File: config.mk
export PLATFORM = sky130hd
export DESIGN_NAME = wser_tx
export DESIGN_NICKNAME = d
export VERILOG_FILES = /design/src/rtl/wser_pkg.sv /design/src/rtl/wser_rate_gen.sv /design/src/rtl/wser_capture.sv /design/src/rtl/wser_framer.sv /design/src/rtl/wser_tx.sv
export SDC_FILE = /design/constraint.sdc
export NUM_CORES = 1
export LEC_CHECK = 0
export ABC_CLOCK_PERIOD_IN_PS = 1500
export BUFFER_PORTS_ARGS = -buffer_cell sky130_fd_sc_hd__buf_4
export CAP_MARGIN = 20
export CELL_PAD_IN_SITES_DETAIL_PLACEMENT = 1
export CELL_PAD_IN_SITES_GLOBAL_PLACEMENT = 1
export CORE_MARGIN = 5
export CORE_UTILIZATION = 35
export DETAILED_ROUTE_END_ITERATION = 10
export PLACE_DENSITY_LB_ADDON = 0.08
export SLEW_MARGIN = 10
export SYNTH_ARGS = -nofsm -noshare
export SYNTH_HDL_FRONTEND = slang
export SYNTH_SLANG_ARGS = --single-unit
export TNS_END_PERCENT = 20
File: constraint.sdc
create_clock -name clk_i -period 1.5 [get_ports clk_i]
set_input_delay 0 -clock clk_i [delete_from_list [all_inputs] [get_ports clk_i]]
set_output_delay 0 -clock clk_i [all_outputs]
set_load 0.1 [all_outputs]
File: src/rtl/wser_pkg.sv
package wser_pkg;

  typedef struct packed {
    logic clk;
    logic dat;
  } line_t;

  typedef enum logic [2:0] {
    SK_IDLE,
    SK_FIRST,
    SK_DATA,
    SK_MARK,
    SK_SPACE
  } slot_kind_e;

endpackage

File: src/rtl/wser_rate_gen.sv
module wser_rate_gen (
  input  logic clk_i,
  input  logic rst_ni,
  input  logic bit_en_i,
  input  logic half_rate_i,
  output logic tick_o
);

  logic ph_q;

  // phase counts every enable pulse so mode selection only gates it
  always_ff @(posedge clk_i or negedge rst_ni) begin
    if (!rst_ni)       ph_q <= 1'b0;
    else if (bit_en_i) ph_q <= ~ph_q;
  end

  assign tick_o = bit_en_i && (!half_rate_i || ph_q);

endmodule

File: src/rtl/wser_capture.sv
module wser_capture #(
  parameter int unsigned DATA_W   = 22,
  parameter int unsigned DIRECT_W = 20,
  parameter int unsigned SLOT_W   = 24
) (
  input  logic              clk_i,
  input  logic              rst_ni,
  input  logic              strobe_i,
  input  logic [DATA_W-1:0] data_i,
  input  logic              take_i,
  output logic [SLOT_W-1:0] word_o,
  output logic              pend_o
);

  localparam int unsigned EXTRA_W  = DATA_W - DIRECT_W;
  localparam int unsigned TOP_BASE = SLOT_W - EXTRA_W;

  logic              stb_q;
  logic              pend_q;
  logic              rise;
  logic [SLOT_W-1:0] hold_q;
  logic [SLOT_W-1:0] mapped;

  // slot mapping: low bits direct, extra bits in the top slots, gap padded with zero
  for (genvar g = 0; g < SLOT_W; g++) begin : g_map
    if (g < DIRECT_W) begin : g_low
      assign mapped[g] = data_i[g];
    end else if (g >= TOP_BASE) begin : g_top
      assign mapped[g] = data_i[DIRECT_W + g - TOP_BASE];
    end else begin : g_pad
      assign mapped[g] = 1'b0;
    end
  end

  assign rise = strobe_i && !stb_q;

  always_ff @(posedge clk_i or negedge rst_ni) begin
    if (!rst_ni) begin
      stb_q  <= 1'b0;
      pend_q <= 1'b0;
      hold_q <= '0;
    end else begin
      stb_q <= strobe_i;
      if (rise) begin
        hold_q <= mapped;
        pend_q <= 1'b1;
      end else if (take_i) begin
        pend_q <= 1'b0;
      end
    end
  end

  assign word_o = hold_q;
  assign pend_o = pend_q;

endmodule

File: src/rtl/wser_framer.sv
module wser_framer
  import wser_pkg::*;
#(
  parameter int unsigned SLOT_W = 24
) (
  input  logic              clk_i,
  input  logic              rst_ni,
  input  logic              tick_i,
  input  logic              pend_i,
  input  logic [SLOT_W-1:0] word_i,
  output logic              take_o,
  output logic              free_o,
  output logic              ser_data_o,
  output logic              ser_clk_o
);

  localparam int unsigned FRAME_SLOTS = SLOT_W + 2;
  localparam int unsigned CNT_W       = $clog2(FRAME_SLOTS + 1);
  localparam logic [CNT_W-1:0] LAST_DATA = CNT_W'(SLOT_W);
  localparam logic [CNT_W-1:0] LAST_SLOT = CNT_W'(FRAME_SLOTS);

  logic              active_q;
  logic [CNT_W-1:0]  slot_q;
  logic [SLOT_W-1:0] sr_q;
  line_t             line_q, line_d;
  slot_kind_e        kind;

  assign free_o = !active_q || (slot_q == LAST_SLOT);
  assign take_o = tick_i && free_o && pend_i;

  // kind of the slot that the next tick starts
  always_comb begin
    if (free_o)                 kind = pend_i ? SK_FIRST : SK_IDLE;
    else if (slot_q < LAST_DATA) kind = SK_DATA;
    else if (slot_q == LAST_DATA) kind = SK_MARK;
    else                        kind = SK_SPACE;
  end

  always_comb begin
    line_d = line_q;
    unique case (kind)
      SK_IDLE:  begin line_d.dat = 1'b0;      line_d.clk = ~line_q.clk; end
      SK_FIRST: begin line_d.dat = word_i[0]; line_d.clk = 1'b0;        end
      SK_DATA:  begin line_d.dat = sr_q[0];   line_d.clk = slot_q[0];   end
      SK_MARK:  begin line_d.dat = 1'b1;      line_d.clk = 1'b1;        end
      SK_SPACE: begin line_d.dat = 1'b0;      line_d.clk = 1'b1;        end
      default:  line_d = line_q;
    endcase
  end

  always_ff @(posedge clk_i or negedge rst_ni) begin
    if (!rst_ni) begin
      active_q <= 1'b0;
      slot_q   <= '0;
      sr_q     <= '0;
      line_q   <= '0;
    end else if (tick_i) begin
      line_q <= line_d;
      unique case (kind)
        SK_IDLE: begin
          active_q <= 1'b0;
          slot_q   <= '0;
        end
        SK_FIRST: begin
          active_q <= 1'b1;
          slot_q   <= CNT_W'(1);
          sr_q     <= word_i >> 1;
        end
        SK_DATA: begin
          slot_q <= slot_q + CNT_W'(1);
          sr_q   <= sr_q >> 1;
        end
        default: slot_q <= slot_q + CNT_W'(1);
      endcase
    end
  end

  assign ser_data_o = line_q.dat;
  assign ser_clk_o  = line_q.clk;

endmodule

File: src/rtl/wser_tx.sv
module wser_tx #(
  parameter int unsigned DATA_W   = 22,
  parameter int unsigned DIRECT_W = 20,
  parameter int unsigned SLOT_W   = 24
) (
  input  logic              clk_i,
  input  logic              rst_ni,
  input  logic              bit_en_i,
  input  logic              half_rate_i,
  input  logic              strobe_i,
  input  logic [DATA_W-1:0] data_i,
  output logic              ser_data_o,
  output logic              ser_clk_o
);

  logic              tick;
  logic              take;
  logic              pend;
  logic              free;
  logic [SLOT_W-1:0] word;

  wser_rate_gen u_rate (
    .clk_i      (clk_i),
    .rst_ni     (rst_ni),
    .bit_en_i   (bit_en_i),
    .half_rate_i(half_rate_i),
    .tick_o     (tick)
  );

  wser_capture #(
    .DATA_W  (DATA_W),
    .DIRECT_W(DIRECT_W),
    .SLOT_W  (SLOT_W)
  ) u_cap (
    .clk_i   (clk_i),
    .rst_ni  (rst_ni),
    .strobe_i(strobe_i),
    .data_i  (data_i),
    .take_i  (take),
    .word_o  (word),
    .pend_o  (pend)
  );

  wser_framer #(
    .SLOT_W(SLOT_W)
  ) u_frm (
    .clk_i     (clk_i),
    .rst_ni    (rst_ni),
    .tick_i    (tick),
    .pend_i    (pend),
    .word_i    (word),
    .take_o    (take),
    .free_o    (free),
    .ser_data_o(ser_data_o),
    .ser_clk_o (ser_clk_o)
  );

endmodule

# After elaboration in Yosys (flattened, before gate mapping)
# Index checks and enable logic that the tools add are counted.
[op_classes]
add_sub_neg = 1
n_lt_le_gt_ge = 1
eq_ne = 6
mux = 10
bitwise_logic = 2
reduce_logical = 17
[op_table]
columns = ["op", "count"]
rows = [
  ["$pmux 24 s2", 1],
  ["$eq 5x5->1 const B", 2],
  ["$pmux 2 s5", 1],
  ["$pmux 5 s2", 1],
  ["$mux 3", 3],
  ["$eq 3x2->1 const B", 2],
  ["$reduce_and 2->1", 3],
  ["$reduce_bool 2->1", 3],
  ["$add 5x1->5 const B", 1],
  ["$lt 5x5->1 const B", 1],
  ["$reduce_bool 5->1", 1],
  ["$logic_and 1x1->1", 4],
  ["$eq 3x1->1 const B", 1],
  ["$eq 3x3->1 const B", 1],
  ["$logic_not 1->1", 3],
  ["$logic_not 3->1", 1],
  ["$mux 1", 3],
  ["$logic_or 1x1->1", 2],
  ["$not 1->1", 2],
  ["$pmux 1 s2", 1],
]
[totals]
regBits = 57
inputBits = 27
wordCells = 46

# Depth between registers and ports, before layout
# Gate-level depths: netlist (run 1).
[depth]
ltp_word = 7
mapped_depth = 7
depth_no_buf = 6

# Cells and area by module
# From an unflattened synthesis (run 1), not the netlist that was laid out.
[unflattened]
cells_unflattened = 188
hier_area_um2 = 2616.3
[by_module_without_submodules]
columns = ["module", "instances", "cells_each", "area_each_um2"]
rows = [
  ["wser_framer", 1, 129, 1556.5],
  ["wser_capture", 1, 55, 1014.7],
  ["wser_rate_gen", 1, 4, 45.0],
]

# Worst setup path after synthesis (run 1)
# OpenSTA, ideal clock, no wires.
[synth_path]
path_kind = "register -> register"
start = "register u_frm.slot_q[0]"
end = "register u_frm.sr_q[14]"
setup_time_ps = 128
arrival_ps = 1545
required_ps = 1372
slack_ps = -173
stages_incl_launch_ff = 8
period_less_slack_ps = 1673
path_cell_list = "dfrtp_1 -> inv_1 -> ha_1 -> nand2b_1 -> a21boi_0 -> o21ai_4 -> buf_4 -> mux2_1"
[synth_via]
elab_chain_cells = 7
[synth_rtl]
columns = ["item", "line", "source"]
rows = [
  ["start: declaration", "wser_framer.sv:23", "logic [CNT_W-1:0] slot_q;"],
  ["start signal: assignment", "wser_framer.sv:70", "slot_q <= slot_q + CNT_W'(1);"],
  ["start signal: assignment", "wser_framer.sv:73", "default: slot_q <= slot_q + CNT_W'(1);"],
  ["parallel branches: the longest is 3 deep, another holds $lt 5x5->1", "--", ""],
  ["$mux 3 *", "wser_framer.sv:33", "if (free_o) kind = pend_i ? SK_FIRST : SK_IDLE;"],
  ["$eq 3x1->1 / $eq 3x2->1 (equally long branches)", "wser_framer.sv:59", "unique case (kind)"],
  ["$reduce_bool 2->1 (no line)", "--", ""],
  ["$reduce_and 2->1 (no line)", "--", ""],
  ["end signal: assignment", "wser_framer.sv:67", "sr_q <= word_i >> 1;"],
  ["end signal: assignment", "wser_framer.sv:71", "sr_q <= sr_q >> 1;"],
  ["end: declaration", "wser_framer.sv:24", "logic [SLOT_W-1:0] sr_q;"],
]
# Every way passes the cells marked *. The select of a mux whose other input is x is not followed.
# A chain may end at the register's enable or synchronous reset.

# Worst setup path after layout (run 1)
[layout_path]
start = "register u_frm.slot_q[4]"
end = "register u_frm.sr_q[4]"
# Same word-level chain as after synthesis.

==> flow_summary.toml, run 1 <==
[routing]
wl_per_cell_um = 15.1
ant_nets = 0
vias = 1677
wl_mm = 5.33
post-route-drc-count = 0
drt_pass1_iterations = 4
drt-vias-per-instance = 4.74
drt_iter0_drc = 14

[clock_tree]
cts_tree = "done"
clk_latency_ns = 0.31
cts_buffer_depth = 2
cts_sinks = 56
clkTransAtPathRegs_ns = 0.10
cts_inserted_buffers = 5
root_buffer = "clkbuf_8"
ctsHtreeMaxLevel = 2

[placement]
dpl_cell_area_mm2 = 0.00309
port_buffers = 28
post-place-cells = 312
dp_hpwl_mm = 3.54
place.gp.congestion = 0.708

[cells_and_area]
fin_util = 0.499
final_cell_mix = "dfrtp_1, buf_4, mux2_4, mux2_2, dlygate4sd3_1"
final_area_mm2 = 0.00360
final_nets = 285
final_common_cell = "dfrtp_1"
drive_gt1_frac = 0.529
syn_to_final_growth_pct = 39.6
diodes = 0
instances_no_fill = 354
nFillCells = 741

[synth]
synth_area_leaders = "dfrtp_1, mux2_2, mux2_4, ha_1, o41ai_1"
async_flop_share = 1.00
synth_enable_flop_cells = 0
synthesis.area_mm2 = 0.00258
synth_top_area_frac = 0.543
yosysSeqAreaShare = 0.543
synth_area_leader_cell = "dfrtp_1"
ys_warn_count = 0
syn-num-nets = 207
synth-seq-cells = 56
synth.avg_cell_area_um2 = 14.6
synth_cell_types = 37
synth-main-ff-cell = "dfrtp_1"
synthCells = 177

[die]
die_y_um = 95.8
die-area_mm2 = 0.00918
fp.coreArea_mm2 = 0.00721
start_util = 0.357
ioPinCount = 29
std_cell_rows = 31
die_width_um = 95.8

[sta]
fin_setup_tns_ns = -1.94
fin_skew_ns = 0.00923
period_needed_ns = 1.61
maxSlewHeadroom = 0.524
fmax_mhz = 621
drv_slew = 0
worstMarginPinSlew_ns = 0.715
finalSetupViolCount = 22
fin_crit_sh = 1.07
rsz0062_at_grt = "true"
hold_viol = 0
whs_ns = 0.255
final.setup.worst_slack_ns = -0.110

[grt]
grt_util_all_layers = 0.122
grt_overflow_total = 0
antenna_found_initial = 0
grt_pass1_vias = 1819
grt_pass1_wl_mm = 8.63
grt_max_degree = 57

[run_status]
violations = "setup timing"
outcome = "finished, violations left"

[worst_setup_path]
end_kind = "flop"
r2r_start = "u_frm.slot_q[4]"
critical_path.max_fanout = 5
crit_type = "flop to flop"
cp.arrival_ns = 1.81
worstPathRequired_ns = 1.70
worst-r2r-cell-count = 6
critPathLaunchType = "flop"
critPathLaunch = "u_frm.slot_q[4]"
r2r_setup_slack_ns = -0.11
worstReg2RegEnd = "u_frm.sr_q[4]"
worstSetupEndpoint = "u_frm.sr_q[4]"

[hold_path]
hold_path_class = "input port to flop"

[pwr]
power_density_mw_per_mm2 = 1760
vdd_drop_max_mv = 0.499
total_leakage_power_uw = 0.00167

[run]
drv_cap = 0
-- cells in the mapped netlist, types with 2 or more instances --
library cell / n
a21o_1: 2
a21oi_1: 2
a2bb2oi_1: 2
a32o_1: 2
buf_2: 4
buf_4: 2
buf_6: 2
dfrtp_1: 56
ha_1: 3
inv_1: 3
mux2_2: 45
mux2_4: 16
nand2_1: 6
nand2b_1: 2
nand3_1: 5
o21ai_0: 2
o41ai_1: 3
-- worst max-delay path: stages, from the launching register on --
cell,delay [ns]
dfrtp_1,0.38
nand2_2,0.07
and2_4,0.16
buf_12,0.13
o21ai_4,0.25
clkbuf_16,0.21
mux2_4,0.29
-- state kept, by name, indices dropped and copies added, names as in the netlist --
name	cells
u_cap.pend_o	1
u_cap.stb_q	1
u_cap.word_o	22
u_frm.active_q	1
u_frm.ser_clk_o	1
u_frm.ser_data_o	1
u_frm.slot_q	5
u_frm.sr_q	23
u_rate.ph_q	1
-- layout make-up --
class	instances	area (um^2)	area share
clock buffers	5	68.8	0.0191
clock inverters	2	12.5	0.00347
inverters	3	11.3	0.00313
multi-input cells	108	1200	0.333
flip-flops and latches	56	1400	0.389
well taps	99	124	0.0344
repair buffers	81	785	0.218
-- worst min-delay path by stage --
stage	slack, ns	end	startpoint	cells after the start
final	0.26	u_frm.slot_q[3]	half_rate_i	4
after global routing	0.31	u_frm.slot_q[3]	half_rate_i	4
after CTS	0.25	u_frm.slot_q[3]	half_rate_i	4
after detailed placement	0.11	u_cap.stb_q	rst_ni	1
after global placement	0.10	u_cap.stb_q	rst_ni	1
after floorplan	-0.30	u_cap.pend_o	rst_ni	0
-- what timing repair did --
item	in CTS	in global routing
setup endpoints to repair	25	27
gates cloned	0	2
hold buffers	25	0
pin swaps	0	4
gates resized for setup	3	12
hold endpoints to repair	80	0
setup buffers	0	8
-- stage by stage --
stage | setup slack [ns] | total power, uW
finish | -0.110 | 6350
global route | -0.151 | 6700
CTS | -0.118 | 6000
detailed placement | -0.108 | 5100
global placement | -0.0792 | 4990
floorplan | -0.0812 | 4290
-- power by group --
group,total [uW],internal (uW),leakage (uW),switching (uW)
Combinational,3200,2010,0.000955,1190
Clock,812,318,0.0000400,493
Sequential,2330,2030,0.000674,307
Total,6350,4350,0.00167,1990
-- routing by layer --
metal	wire, um	GRT usage	vias up	part of all wire
li1	-	-	794	-
met1	2350	0.148	853	0.44
met2	2730	0.211	23	0.51
met3	164	0.0321	7	0.031
met4	84	0.0415	0	0.016
met5	0	0	-	0
-- kinds of logic (layout without fill, tap and decap cells) --
kind of cell / Yosys count / after routing / share of synthesized area
buf+inv: 13 / 91 / 0.0340
compound gates: 21 / 21 / 0.0665
xor+xnor: 1 / 1 / 0.00340
simple gates: 21 / 21 / 0.0442
mux: 62 / 62 / 0.294
fa+ha+maj: 3 / 3 / 0.0146
flops: 56 / 56 / 0.543
No activity file was read; power rests on OpenSTA's default activity.
==> inputs of run 2 (changes only) <==
--- a/config.mk
+++ b/config.mk
@@ -11,7 +11,7 @@
 export CELL_PAD_IN_SITES_DETAIL_PLACEMENT = 1
 export CELL_PAD_IN_SITES_GLOBAL_PLACEMENT = 1
 export CORE_MARGIN = 5
-export CORE_UTILIZATION = 35
+export CORE_UTILIZATION = 40
 export DETAILED_ROUTE_END_ITERATION = 10
 export PLACE_DENSITY_LB_ADDON = 0.08
 export SLEW_MARGIN = 10
==> run 2 against run 1 <==
Compared with the run above: die area is 11% lower; sequential power hardly changed; critical path depth is 1 higher; power is 2.3% lower; combinational power is 7.8% lower; critical endpoint is now u_frm.sr_q[16]; largest cell class unchanged; fmax is 1.6% lower; clock-buffer cell count is 2 higher; the run still ends with setup timing left.
==> flow_summary.toml, run 2 (synthesized netlist as in run 1, its figures left out) <==
[placement]
post-place-cells = 287
pre_cts_ws_ns = -0.219
place.gp.congestion = 0.763
port_buffers = 28
dp_hpwl_mm = 3.68

[cells_and_area]
diodes = 0
largest_register_ffs = 23
seq_area_mm2 = 0.00140
drive_gt1_frac = 0.512
largest_register = "u_frm.sr_q"
instances_no_fill = 325
fin_util = 0.552
final_nets = 278
multiInputGateArea_mm2 = 0.00122
syn_to_final_growth_pct = 35.0
nFillCells = 637
final_common_cell = "dfrtp_1"
final_cell_mix = "dfrtp_1, buf_4, mux2_4, mux2_2, dlygate4sd3_1"

[sta]
worstMarginPinSlew_ns = 0.728
maxSlewHeadroom = 0.515
fin_setup_tns_ns = -2.24
period_needed_ns = 1.64
drv_slew = 0
hold_viol = 0
fin_crit_sh = 1.09
fin_skew_ns = 0.00708
fmax_mhz = 611
rsz0062_at_grt = "true"
finalSetupViolCount = 20
final.setup.worst_slack_ns = -0.136

[grt]
grt_use_met3 = 0.0317
grt_max_degree = 57
grtUsageMet2 = 0.252
use_met1 = 0.168
grt_pass1_wl_mm = 9.32
antenna_found_initial = 0
grt-busiest-layer = "met2"
grt_pass1_vias = 1915
grt_overflow_total = 0
grt_util_all_layers = 0.140

[clock_tree]
cts_buffer_depth = 2
clkTransAtPathRegs_ns = 0.10
ctsHtreeMaxLevel = 2
cts_inserted_buffers = 5
cts_tree = "done"
clk_latency_ns = 0.31
cts_sinks = 56
root_buffer = "clkbuf_8"

[routing]
drt_iter0_drc = 56
drt-vias-per-instance = 5.17
drt_pass1_iterations = 4
post-route-drc-count = 0
vias = 1681
wl_per_cell_um = 17.5
wl_mm = 5.68
ant_nets = 0

[pwr]
power_density_mw_per_mm2 = 1780
total_leakage_power_uw = 0.00163
vdd_drop_max_mv = 0.802
power.total_uw = 6200

[die]
die_width_um = 90.3
start_util = 0.408
die-area_mm2 = 0.00815
die_y_um = 90.3
ioPinCount = 29
fp.coreArea_mm2 = 0.00631
std_cell_rows = 29

[worst_setup_path]
r2r_setup_slack_ns = -0.14
critical_path.max_fanout = 6
critPathLaunchType = "flop"
crit_type = "flop to flop"
worstReg2RegEnd = "u_frm.sr_q[16]"
cp.arrival_ns = 1.84
r2r_start = "u_frm.slot_q[0]"
worst-r2r-cell-count = 7
end_kind = "flop"
worstPathRequired_ns = 1.70
critPathLaunch = "u_frm.slot_q[0]"
worstSetupEndpoint = "u_frm.sr_q[16]"

[run]
drv_cap = 0

[run_status]
violations = "setup timing"
outcome = "finished, violations left"

[hold_path]
hold_path_class = "input port to flop"
run 2: cell count changes in the layout (fill, tap and decap cells not counted), moves of 2 or more:
cell / before / now
buf_4: 47 / 43
buf_12: 6 / 3
clkbuf_8: 5 / 7
mux2_2: 27 / 25
mux2_4: 35 / 37
run 2: report_power, final:
group          internal, uW  switching, uW
combinational          1770           1180
sequential             2030            327
clock                   413            487
run 2: routing by layer:
metal	vias up	routed length, um
met5	-	0
met4	0	63
met3	8	157
met2	25	3000
met1	861	2450
li1	787	-
run 2: final cells by class:
type | instances | area share
sequential | 56 | 0.402
multi-input combinational | 110 | 0.350
timing repair buffer | 72 | 0.189
clock buffer | 7 | 0.0277
tap | 77 | 0.0277
inverter | 3 | 0.00323
run 2: worst min path at each step:
stage	cells past startpoint	endpoint	start	slack (ns)
3_3_place_gp	1	u_cap.word_o[9]	rst_ni	0.09
6_report	4	u_frm.slot_q[2]	half_rate_i	0.24
4_1_cts	4	u_frm.slot_q[2]	half_rate_i	0.24
5_1_grt	4	u_frm.slot_q[2]	half_rate_i	0.26
3_5_place_dp	1	u_cap.word_o[9]	rst_ni	0.11
2_1_floorplan	0	u_cap.pend_o	rst_ni	-0.30
run 2: per-stage QoR:
step / hold WS, ns / area (um^2)
6_report: 0.237 / 3480
5_1_grt: 0.262 / 3480
4_1_cts: 0.241 / 3410
3_5_place_dp: 0.109 / 3010
3_3_place_gp: 0.0939 / 3010
2_1_floorplan: -0.296 / 2630
run 2: what timing repair did:
action / 4_1_cts / 5_1_grt
hold endpoints to repair: 80 / 0
cloned: 1 / 2
setup buffers: 1 / 2
resized for setup: 12 / 4
endpoints found under the setup margin: 26 / 27
hold buffers: 25 / 0
pin swaps: 1 / 2
run 2: worst max-delay path: stages (launching register included):
cell and delay, ns:
dfrtp_1 0.38, inv_2 0.06, ha_4 0.16, nand2b_4 0.08, a21boi_4 0.06, o21ai_4 0.28
clkbuf_16 0.22, mux2_4 0.29
==> inputs of run 3 (changes only) <==
--- a/config.mk
+++ b/config.mk
@@ -5,7 +5,7 @@
 export SDC_FILE = /design/constraint.sdc
 export NUM_CORES = 1
 export LEC_CHECK = 0
-export ABC_CLOCK_PERIOD_IN_PS = 1500
+export ABC_CLOCK_PERIOD_IN_PS = 1740
 export BUFFER_PORTS_ARGS = -buffer_cell sky130_fd_sc_hd__buf_4
 export CAP_MARGIN = 20
 export CELL_PAD_IN_SITES_DETAIL_PLACEMENT = 1
==> constraint.sdc (replaced) <==
create_clock -name clk_i -period 1.74 [get_ports clk_i]
set_input_delay 0 -clock clk_i [delete_from_list [all_inputs] [get_ports clk_i]]
set_output_delay 0 -clock clk_i [all_outputs]
set_load 0.1 [all_outputs]
==> run 3 against run 2 <==
Compared with the run above: the run now ends clean; power fell by 19%; sequential share of layout area grew 1.9 points; die area stayed put; first-iteration DRC count is 13% lower; register-to-register slack improved by 0.21 ns; worst setup slack better by 0.21 ns; final cell count decreased by 0.92%; flip-flop and latch count did not move; cell area down 4.5%; sequential power down 14%; wire length down 9.6%; largest power group unchanged.
==> flow_summary.toml, run 3 (synthesized netlist as in run 1, its figures left out) <==
[clock_tree]
cts_sinks = 56
cts_inserted_buffers = 5
ctsHtreeMaxLevel = 2
root_buffer = "clkbuf_8"
clkTransAtPathRegs_ns = 0.10
cts_buffer_depth = 2
clk_latency_ns = 0.30
cts_tree = "done"

[worst_setup_path]
worstReg2RegEnd = "u_frm.sr_q[16]"
crit_type = "flop to flop"
critPathLaunchType = "flop"
critical_path.max_fanout = 15
worst-r2r-cell-count = 7
critPathLaunch = "u_frm.slot_q[0]"
cp.arrival_ns = 1.85
worstPathRequired_ns = 1.93
end_kind = "flop"
r2r_setup_slack_ns = 0.08
r2r_start = "u_frm.slot_q[0]"

[routing]
wl_per_cell_um = 15.9
vias = 1636
drt_iter0_drc = 49
wl_mm = 5.13
drt-vias-per-instance = 5.08
drt_pass1_iterations = 4
ant_nets = 0
post-route-drc-count = 0

[cells_and_area]
seq_area_mm2 = 0.00140
final_cell_mix = "dfrtp_1, mux2_2, buf_4, dlygate4sd3_1, mux2_4"
syn_to_final_growth_pct = 29.0
drive_gt1_frac = 0.486
largest_register = "u_frm.sr_q"
nFillCells = 642
final_common_cell = "dfrtp_1"
diodes = 0
final_nets = 274
largest_register_ffs = 23
multiInputGateArea_mm2 = 0.00110
final_area_mm2 = 0.00333

[grt]
grt_overflow_total = 0
grt-busiest-layer = "met2"
grt_use_met3 = 0.0317
grt_max_degree = 57
grt_util_all_layers = 0.129
grt_pass1_vias = 1767
grtUsageMet2 = 0.229
use_met1 = 0.161
grt_pass1_wl_mm = 8.66
antenna_found_initial = 0

[pwr]
power_density_mw_per_mm2 = 1510
total_leakage_power_uw = 0.00150
power.total_uw = 5020
vdd_drop_max_mv = 0.778

[die]
die-area_mm2 = 0.00815
ioPinCount = 29
fp.coreArea_mm2 = 0.00631
die_y_um = 90.3
std_cell_rows = 29
die_width_um = 90.3
start_util = 0.408

[sta]
fmax_mhz = 601
fin_setup_tns_ns = 0
final.setup.worst_slack_ns = 0.0766
finalSetupViolCount = 0
fin_skew_ns = 0.0118
maxSlewHeadroom = 0.521
fin_crit_sh = 0.956
rsz0062_at_grt = "false"
period_needed_ns = 1.66
hold_viol = 0
drv_slew = 0
worstMarginPinSlew_ns = 0.718

[hold_path]
hold_end = "u_frm.slot_q[2]"
hold_depth = 4
worstHoldStart = "half_rate_i"
hold_path_class = "input port to flop"

[placement]
dpl_cell_area_mm2 = 0.00293
place.gp.congestion = 0.778
pre_cts_ws_ns = 0.0142
dp_hpwl_mm = 3.41
port_buffers = 28

[run_status]
outcome = "finished clean"

[run]
drv_cap = 0
==> run 3: through the flow <==
stage               hold slack, ns   util  std cells
floorplan                   -0.296      -        177
global placement            0.0934  0.464        284
detailed placement           0.102  0.464        284
CTS                          0.248  0.520        317
global route                 0.260  0.527        322
finish                       0.259  0.527        322
==> run 3: worst max path at each step <==
| stage | end | slack (ns) | cells after the start |
|---|---|---|---|
| after floorplan | u_frm.sr_q[14] | 0.07 | 7 |
| after global placement | u_frm.sr_q[9] | 0.07 | 5 |
| after detailed placement | u_frm.sr_q[14] | 0.01 | 7 |
| after CTS | u_frm.sr_q[10] | 0.01 | 5 |
| after global routing | u_frm.sr_q[17] | 0.0006 | 7 |
| final | u_frm.sr_q[16] | 0.08 | 7 |
==> run 3: what timing repair did <==
action,CTS,global route
gates cloned,0,1
endpoints found under the setup margin,1,16
setup buffers,0,4
gates resized for setup,1,3
endpoints found under the hold margin,80,0
hold buffers,25,0
pin swaps,0,0
==> run 3: power breakdown <==
group          leakage (uW)  internal, uW  total (uW)  switching [uW]
combinational      0.000770          1250        2150             899
clock             0.0000552           428         841             413
sequential         0.000673          1750        2020             274
total               0.00150          3430        5020            1590
==> run 3: worst max-delay path, cell delays in order (launching register included) <==
cell	delay, ns
dfrtp_1	0.37
inv_1	0.08
ha_1	0.19
nand2b_1	0.09
a21boi_1	0.10
o21ai_4	0.19
buf_12	0.17
mux2_2	0.34
==> run 3: routing by layer <==
metal | share of wire | routed length [um]
met1 | 0.44 | 2260
met2 | 0.53 | 2720
met3 | 0.027 | 138
met4 | 0.0037 | 19
met5 | 0 | 0
==> run 3: layout make-up <==
type                            count  area share
Clock inverter                      2      0.0105
Inverter                            3     0.00338
Sequential cell                    56       0.422
Tap cell                           77      0.0290
Clock buffer                        6      0.0218
Multi-Input combinational cell    109       0.331
Timing Repair Buffer               69       0.183
